**src/rtl/cg_pkg.sv**
```systemverilog
package cg_pkg;

    localparam int unsigned MAX_W = 32;

    typedef enum logic [1:0] {
        SEL_AHB_RUN = 2'd0,
        SEL_AHB_SLP = 2'd1,
        SEL_APB_RUN = 2'd2,
        SEL_APB_SLP = 2'd3
    } mask_sel_e;

    typedef struct packed {
        logic [MAX_W-1:0] run;
        logic [MAX_W-1:0] slp;
    } mask_pair_t;

    // Effective enable for one domain given its mask pair and mode
    function automatic logic [MAX_W-1:0] effective_en(input mask_pair_t m, input logic asleep);
        logic [MAX_W-1:0] r;
        r = asleep ? (m.run & m.slp) : m.run;
        return r;
    endfunction

endpackage

```
**src/rtl/cg_mask_regs.sv**
```systemverilog
module cg_mask_regs
    import cg_pkg::*;
#(
    parameter int unsigned W       = 8,
    parameter int unsigned DATA_W  = 16,
    parameter logic [1:0]  RUN_SEL = 2'd0,
    parameter logic [1:0]  SLP_SEL = 2'd1
) (
    input  logic              clk,
    input  logic              rst,
    input  logic              wr_en,
    input  logic [1:0]        wr_sel,
    input  logic [DATA_W-1:0] wr_data,
    output logic [W-1:0]      run_mask,
    output logic [W-1:0]      slp_mask
);

    localparam logic [W-1:0] SLP_DEFAULT = {W{1'b1}};

    logic hit_run;
    logic hit_slp;

    assign hit_run = wr_en && (wr_sel == RUN_SEL);
    assign hit_slp = wr_en && (wr_sel == SLP_SEL);

    always_ff @(posedge clk) begin
        if (rst) begin
            run_mask <= '0;
            slp_mask <= SLP_DEFAULT;
        end else begin
            if (hit_run) run_mask <= wr_data[W-1:0];
            if (hit_slp) slp_mask <= wr_data[W-1:0];
        end
    end

endmodule

```
**src/rtl/cg_mode_track.sv**
```systemverilog
module cg_mode_track (
    input  logic clk,
    input  logic rst,
    input  logic sleep_req,
    input  logic wakeup,
    output logic sleep_active
);

    always_ff @(posedge clk) begin
        if (rst)            sleep_active <= 1'b0;
        else if (wakeup)    sleep_active <= 1'b0;
        else if (sleep_req) sleep_active <= 1'b1;
    end

endmodule

```
**src/rtl/cg_enable_stage.sv**
```systemverilog
module cg_enable_stage
    import cg_pkg::*;
#(
    parameter int unsigned W = 8
) (
    input  logic         clk,
    input  logic         rst,
    input  logic         asleep,
    input  logic [W-1:0] run_mask,
    input  logic [W-1:0] slp_mask,
    output logic [W-1:0] clk_en
);

    mask_pair_t       pair;
    logic [MAX_W-1:0] full_en;

    always_comb begin
        pair     = '0;
        pair.run = MAX_W'(run_mask);
        pair.slp = MAX_W'(slp_mask);
        full_en  = effective_en(pair, asleep);
    end

    // Falling-edge update keeps each enable steady while the clock is high
    always_ff @(negedge clk) begin
        if (rst) clk_en <= '0;
        else     clk_en <= full_en[W-1:0];
    end

endmodule

```
**src/rtl/run_sleep_clk_gater.sv**
```systemverilog
module run_sleep_clk_gater
    import cg_pkg::*;
#(
    parameter int unsigned N_AHB  = 8,
    parameter int unsigned N_APB  = 12,
    parameter int unsigned DATA_W = 16
) (
    input  logic              clk,
    input  logic              rst,
    input  logic              wr_en,
    input  logic [1:0]        wr_sel,
    input  logic [DATA_W-1:0] wr_data,
    input  logic              sleep_req,
    input  logic              wakeup,
    output logic              sleep_active,
    output logic [N_AHB-1:0]  ahb_clk_en,
    output logic [N_APB-1:0]  apb_clk_en
);

    localparam int unsigned N_DOM = 2;

    logic [N_AHB-1:0] ahb_run;
    logic [N_AHB-1:0] ahb_slp;
    logic [N_APB-1:0] apb_run;
    logic [N_APB-1:0] apb_slp;

    cg_mode_track u_mode (
        .clk          (clk),
        .rst          (rst),
        .sleep_req    (sleep_req),
        .wakeup       (wakeup),
        .sleep_active (sleep_active)
    );

    for (genvar d = 0; d < N_DOM; d++) begin : g_dom
        if (d == 0) begin : g_ahb
            cg_mask_regs #(
                .W(N_AHB), .DATA_W(DATA_W),
                .RUN_SEL(SEL_AHB_RUN), .SLP_SEL(SEL_AHB_SLP)
            ) u_regs (
                .clk(clk), .rst(rst), .wr_en(wr_en), .wr_sel(wr_sel),
                .wr_data(wr_data), .run_mask(ahb_run), .slp_mask(ahb_slp)
            );
            cg_enable_stage #(.W(N_AHB)) u_en (
                .clk(clk), .rst(rst), .asleep(sleep_active),
                .run_mask(ahb_run), .slp_mask(ahb_slp), .clk_en(ahb_clk_en)
            );
        end else begin : g_apb
            cg_mask_regs #(
                .W(N_APB), .DATA_W(DATA_W),
                .RUN_SEL(SEL_APB_RUN), .SLP_SEL(SEL_APB_SLP)
            ) u_regs (
                .clk(clk), .rst(rst), .wr_en(wr_en), .wr_sel(wr_sel),
                .wr_data(wr_data), .run_mask(apb_run), .slp_mask(apb_slp)
            );
            cg_enable_stage #(.W(N_APB)) u_en (
                .clk(clk), .rst(rst), .asleep(sleep_active),
                .run_mask(apb_run), .slp_mask(apb_slp), .clk_en(apb_clk_en)
            );
        end
    end

endmodule

```
**config.mk**
```make
export PLATFORM = sky130hd
export DESIGN_NAME = run_sleep_clk_gater
export DESIGN_NICKNAME = d
export VERILOG_FILES = /design/src/rtl/cg_pkg.sv /design/src/rtl/cg_mask_regs.sv /design/src/rtl/cg_mode_track.sv /design/src/rtl/cg_enable_stage.sv /design/src/rtl/run_sleep_clk_gater.sv
export SDC_FILE = /design/constraint.sdc
export NUM_CORES = 1
export LEC_CHECK = 0
export BUFFER_PORTS_ARGS = -buffer_cell sky130_fd_sc_hd__buf_2
export CAP_MARGIN = 20
export CORE_ASPECT_RATIO = 0.5
export CORE_MARGIN = 2
export CORE_UTILIZATION = 55
export DETAILED_ROUTE_END_ITERATION = 16
export PLACE_DENSITY = 0.79
export SETUP_SLACK_MARGIN = 0.05
export SLEW_MARGIN = 20
export SYNTH_ARGS = -nofsm -noshare
export SYNTH_HDL_FRONTEND = slang
export SYNTH_SLANG_ARGS = --single-unit
```
**constraint.sdc**
```tcl
create_clock -name clk -period 1.18 [get_ports clk]
set_input_delay 0.236 -clock clk [delete_from_list [all_inputs] [get_ports clk]]
set_output_delay 0.236 -clock clk [all_outputs]
set_load 0.02 [all_outputs]
```
==> metrics.md, run 1 <==
| Metric | Value |
|---|---|
| Sequential-to-total area share from yosys stat | 54.2% |
| CP Max Fanout | 1 |
| VDD IR max | 1.04 mV |
| YS warnings | 0 |
| IO buf count | 39 |
| Die W | 94.5 microns |
| Most frequent cells in the layout | inv_1, mux2i_1, dfxtp_1 |
| Pwr dens | 1500 nW/um^2 |
| Tot Pwr | 5.01 mW |
| Row cnt | 16 |
| Largest net degree at the start of global routing | 29 |
| Slew @ Worst Pin | 0.382 ns |
| Seq cells post-synth | slightly above 60 |
| Setup TNS | -11.41 ns |
| Post-synth top area cell | dfxtp_1 |
| Area occupied by multi-input gates | 1080 sq um |
| Sequential cell area | 1270 sq um |
| CTS HTree Levels | 3 |
| Synth top area cells | dfxtp_1, mux2i_1, nand2b_1 |
| Kind of start point of the critical path | flip-flop |
| Max-Cap Viols | 0 |
| Post-synthesis compound-gate area fraction | 4.44% |
| Fraction of layout cells with a size suffix above 1 | 41.2% |
| Max-slew violations | 0 |
| CP max-delay cell | dfxtp_4 |
| Initial antenna violation count | 0 |
| Synth cell types | 16 |
| Total grt overflow | 0 |
| Routed WL per cell | 16.6 microns |
| TritonCTS clock tree | yes |
| First-pass GRT wire length | 9.89 mm |
| WP data required | about 0.94 ns |
| Placed instance count | 323 |
| Post-DP HPWL | 3.03 mm |
| WP buf/inv | 1 |
| Critical Path AT | 1.44 ns |
| Synth Area in Adders | 0% |
| Post-synthesis mux area share | 17.8% |
| Simple-gate share of the synthesized area | between 10% and 20% |
| Crit path max-delay family | flip-flops |
| Failing checks | negative setup slack |
| Diodes inserted | 0 |
| Slew HR | 74.5% |
| Clk_skew | 0.0715 ns |
| Vias per inst | 5.08 |
| Die ar. | 4660 sq um |
| Post-synth top area share | 54.2% |
| # setup viols final | 41 |
| Final WS setup | -0.496 ns |
| IO Pins | 44 |
| Post-Synth XOR/XNOR Area | 0% |
| DIE HEIGHT | 49.3 microns |
| Syn Nets | between 200 and 300 |
| Via count | 1827 |
| CTS buffer count | 9 |
| Crit end category | output port |
| CP Cell Sequence | buf_6 |
| Cells after synthesis | between 200 and 250 |
| Largest family of logic cells by synthesized area | multiplexers |
| Final wirelength | 5.97 mm |
| FILL cells | 204 |
| Initial core utilization | 57.5% |
| CTS Buffer Depth | 2 |
| DRC Markers | 0 |
| CP max stage delay | 0.34 ns |
| Final Hold Vio Count | 0 |
| Cell leakage power | ~1.7 nW |
| Area grow syn2layout | 48.3% |
| Root buf cell | clkbuf_8 |
| Iter 0 DRT Violations | 66 |
| Worst setup path category | flip-flop to output port |
| Fin nets | 324 |
| Utilization after layout | 85.2% |
| Clock slew at reported path FFs | 0.08 ns |
| Vias in the first global route | 2069 |
| Mapped cell area | 2250 sq um |
| Core Footprint | 3920 sq um |
| Mean Syn Cell Area | 9.89 sq um |
| Final hold slack | 0.0357 ns |
| CTS sink count | 61 |
| HP Class | input pin to flip-flop |
| Status | finished, violations left |
| RSZ-0062 raised after global routing | yes |
| DRT Pass-1 Iters | 4 |
| Antenna Nets Post-Route | 0 |
| Routability cong. | 0.764 |
| Global Route Usage Sum | 29.1% |
| Cell Count, Final, Fillers Out | 360 |
| Skew-Pair Late Insertion Delay | 0.40 ns |
synth_stat cells:
cell type	n
nor3b_2	1
nor3_1	1
buf_6	1
buf_4	3
nor2_1	33
inv_1	21
dfxtp_1	61
nand3b_1	2
nand3_1	1
buf_2	5
mux2i_1	40
a21oi_1	20
and3b_1	1
nand2b_1	32
clkbuf_1	5
and3_1	1
routing by layer:
layer	vias to the layer above	part of all wire, %	global-route usage (%)	routed length, microns
met4	0	2.8	14.7	165
met1	853	40	30.7	2390
met3	21	6.1	10.4	366
met2	78	51	51.4	3050
met5	-	0	0	0
li1	875	-	-	-
per-stage QoR:
step           instance area, sq um  worst slack [ns]
2_1_floorplan                  2500            -0.176
4_1_cts                        3380            -0.504
6_report                       3340            -0.496
5_1_grt                        3340            -0.515
3_3_place_gp                   2810            -0.264
3_5_place_dp                   2810            -0.292
where the power goes:
| part | switching [mW] | total, mW | internal (mW) |
|---|---|---|---|
| clock network | 1.07 | 2.43 | 1.37 |
| registers | 0.0412 | 2.15 | 2.11 |
| logic | 0.211 | 0.420 | 0.209 |
repair_timing:
item                       4_1_cts  5_1_grt
cloned                           2        0
resized for setup               62        8
pin swaps                        2        3
hold buffers                     0        0
setup endpoints to repair       41       41
buffers inserted                 3        0
sequential cells by signal, summed over array words and instances, names as in the netlist:
signal                       flops
g_dom.g_apb.u_en.clk_en         12
g_dom.g_apb.u_regs.run_mask     12
g_dom.g_ahb.u_regs.run_mask      8
g_dom.g_apb.u_regs.slp_mask     12
g_dom.g_ahb.u_regs.slp_mask      8
u_mode.sleep_active              1
g_dom.g_ahb.u_en.clk_en          8
cells by family (layout without fill, tap and decap cells):
group / after synthesis / count (layout)
AO/OA/AOI/OAI: 20 / 20
buffers and inverters: 35 / 113
flip-flops: 61 / 61
multiplexers: 40 / 40
AND/OR/NAND/NOR: 72 / 72
final timing paths:
path	start	endpoint	slack, ns	cells past startpoint
hold / removal	wakeup	u_mode.sleep_active$_SDFFE_PP0P_	0.04	2
setup / recovery	g_dom[1].g_apb.u_en.clk_en[9]$_SDFF_NP0_	apb_clk_en[9]	-0.50	1
setup reg to reg	u_mode.sleep_active$_SDFFE_PP0P_	g_dom[0].g_ahb.u_en.clk_en[4]$_SDFF_NP0_	-0.13	2
hold reg to reg	g_dom[1].g_apb.u_regs.run_mask[0]$_SDFFE_PP0P_	g_dom[1].g_apb.u_regs.run_mask[0]$_SDFFE_PP0P_	0.51	2
final cells by class:
class                      count  share of cell area (%)
inverter                      20                    2.24
timing repair buffer          57                    16.2
clock buffer                  12                    5.61
sequential                    61                    38.0
tap                           54                    2.02
clock inverter                24                    3.55
multi-input combinational    132                    32.3
Note: power is estimated with default switching activity, not from simulation.
==> run 2, diff against run 1 <==
--- a/config.mk
+++ b/config.mk
@@ -5,13 +5,14 @@
 export SDC_FILE = /design/constraint.sdc
 export NUM_CORES = 1
 export LEC_CHECK = 0
+export ABC_AREA = 1
 export BUFFER_PORTS_ARGS = -buffer_cell sky130_fd_sc_hd__buf_2
 export CAP_MARGIN = 20
 export CORE_ASPECT_RATIO = 0.5
 export CORE_MARGIN = 2
 export CORE_UTILIZATION = 55
 export DETAILED_ROUTE_END_ITERATION = 16
-export PLACE_DENSITY = 0.79
+export PLACE_DENSITY = 0.78
 export SETUP_SLACK_MARGIN = 0.05
 export SLEW_MARGIN = 20
 export SYNTH_ARGS = -nofsm -noshare
==> metrics.md, run 2 <==
| Metric | Value |
|---|---|
| WP buf/inv | 1 |
| Seq cells post-synth | 61 |
| Antenna Nets Post-Route | 0 |
| Final Hold Vio Count | 0 |
| Max-slew violations | 0 |
| CP max-delay cell | dfxtp_4 |
| CTS sink count | 61 |
| Slew @ Worst Pin | 0.317 ns |
| Max-Cap Viols | 0 |
| CP Max Fanout | 1 |
| Cell leakage power | around 1.6 nW |
| IO Pins | 44 |
| Cell Count, Final, Fillers Out | around 420 |
| Initial core utilization | 58.2% |
| Clk_skew | ~0.054 ns |
| Initial antenna violation count | 0 |
| DRT Pass-1 Iters | 5 |
| Sequential-to-total area share from yosys stat | 53.2% |
| Largest net degree at the start of global routing | 25 |
| First-pass GRT wire length | 9.58 mm |
| Total grt overflow | 0 |
| Commonest non-fill, non-tap cell in the layout | nor2_1 |
| Critical Path AT | 1.44 ns |
| Mapped cell area | 2290 sq um |
| Area grow syn2layout | 37.7% |
| YS warnings | 0 |
| Skew-Pair Late Insertion Delay | 0.40 ns |
| Iter 0 DRT Violations | 204 |
| DIE HEIGHT | 49.7 microns |
| Final hold slack | 0.0416 ns |
| CP Cell Sequence | buf_6 |
| Routability cong. | 0.860 |
| CTS HTree Levels | 3 |
| Post-DP HPWL | 3.73 mm |
| # setup viols final | 41 |
| CTS buffer count | 9 |
| Utilization after layout | 80.1% |
| Final WS setup | -0.501 ns |
| Top-count cell post-synth | nor2_1 |
| Root buf cell | clkbuf_8 |
| Global Route Usage Sum | 27.9% |
| Die ar. | about 4700 sq um |
| Die W | 95.3 microns |
| Fin nets | 388 |
| Crit path max-delay family | flip-flops |
| Mean Syn Cell Area | 7.67 sq um |
| Core Footprint | 3940 sq um |
| Crit end category | output port |
| Kind of start point of the critical path | flip-flop |
| CTS Buffer Depth | 2 |
| RSZ-0062 raised after global routing | yes |
| Fraction of layout cells with a size suffix above 1 | 31.4% |
| Row cnt | 16 |
| Syn Nets | 322 |
| Diodes inserted | 0 |
| Pwr dens | roughly 1500 nW/um^2 |
| Post-synth top area cell | dfxtp_1 |
| Placed instance count | 387 |
| Via count | 2169 |
| CP max stage delay | 0.33 ns |
| HP Class | input pin to flip-flop |
| Cells after synthesis | around 300 |
| Vias per inst | 5.12 |
| WP data required | 0.94 ns |
| Clock slew at reported path FFs | ~0.06 ns |
| DRC Markers | 0 |
| VDD IR max | 1.13 mV |
| Worst setup path category | flip-flop to output port |
| Async set or reset register ratio after synthesis | 0% |
| Synth cell types | 17 |
| Post-synth top area share | 53.2% |
| Regs by FF count | g_dom.g_apb.u_en.clk_en: 12 flops, g_dom.g_apb.u_regs.run_mask: 12 flops, g_dom.g_apb.u_regs.slp_mask: 12 flops |
| TritonCTS clock tree | yes |
| Post-CTS Hold Buffers | 0 |
| IO buf count | 39 |
| Vias in the first global route | between 2000 and 2500 |
| Post-synth EDFFs | 0 |
| Synth top area cells | dfxtp_1, nor2_1, nand2_1 |
| Status | finished, violations left |
| Final wirelength | 5.80 mm |
| Routed WL per cell | 13.7 microns |
| Slew HR | 78.7% |
| Commonest cells in the netlist | nor2_1, dfxtp_1, nand2_1 |
| Most frequent cells in the layout | nor2_1, nand2_1, inv_1 |
| Top FF cell, synth | dfxtp_1 |
| Failing checks | negative setup slack |
[run 2: cell count changes after synthesis, moves of 20 or more]
cell      previous run  this run
nand3_1              1        21
nand2b_1            32         0
o21ai_0              0        20
mux2i_1             40         0
nor2_1              33        69
nand2_1              0        60
[run 2: cell type report]
cell class / instances / area, sq um
clock buffers: 11 / 141
repair inverters: 1 / 11.3
repair buffers: 54 / 468
multi-input cells: 194 / 938
flip-flops and latches: 61 / 1300
fillers: 259 / 785
clock inverters: 25 / 130
inverters: 24 / 103
well taps: 54 / 67.6
[run 2: layer usage]
| metal | up-vias | routed length [microns] | share of wire, % | GRT usage (%) |
|---|---|---|---|---|
| met1 | 997 | 2530 | 44 | 36.7 |
| met3 | 10 | 575 | 9.9 | 12.8 |
| li1 | 1068 | - | - | - |
| met5 | - | 0 | 0 | 0 |
| met4 | 0 | 108 | 1.9 | 8.21 |
| met2 | 94 | 2580 | 45 | 41.1 |
[run 2: final timing paths]
kind / depth (start not counted) / slack (ns) / endpoint / start
setup / recovery: 1 / -0.50 / apb_clk_en[9] / g_dom[1].g_apb.u_en.clk_en[9]$_SDFF_NP0_
hold / removal: 2 / 0.04 / u_mode.sleep_active$_SDFFE_PP0P_ / wakeup
setup reg to reg: 3 / -0.19 / g_dom[1].g_apb.u_en.clk_en[3]$_SDFF_NP0_ / u_mode.sleep_active$_SDFFE_PP0P_
hold reg to reg: 2 / 0.47 / g_dom[1].g_apb.u_regs.slp_mask[6]$_SDFFE_PP1P_ / g_dom[1].g_apb.u_regs.slp_mask[6]$_SDFFE_PP1P_
[run 2: power by group]
part           switching, mW  internal, mW  leakage (nW)
sequential            0.0696          2.13         0.515
clock                   1.01          1.12         0.203
combinational          0.289         0.197         0.836
[run 2: repair_timing]
| action | in CTS | in global routing |
|---|---|---|
| cloned | 0 | 1 |
| hold endpoints to repair | 0 | 0 |
| gates resized for setup | 59 | 11 |
| buffers inserted | 0 | 2 |
| endpoints found under the setup margin | 41 | 41 |
[run 2: metrics by stage]
step           TNS, ns  cell area (sq um)  power, mW  setup slack, ns
2_1_floorplan    -4.64               2390       2.60           -0.237
6_report        -13.01               3160       4.81           -0.501
3_5_place_dp     -8.13               2640       2.74           -0.339
3_3_place_gp     -7.65               2640       2.72           -0.291
5_1_grt         -14.23               3160       5.03           -0.527
4_1_cts         -12.38               3100       4.79           -0.505
[run 2: logic make-up (layout without fill, tap and decap cells)]
kind of cell	after synthesis	after routing	synth area share, %
AOI/OAI and AO/OA	28	28	6.11
DFF	61	61	53.2
buffers and inverters	44	115	9.49
and+or+nand+nor	166	166	31.2
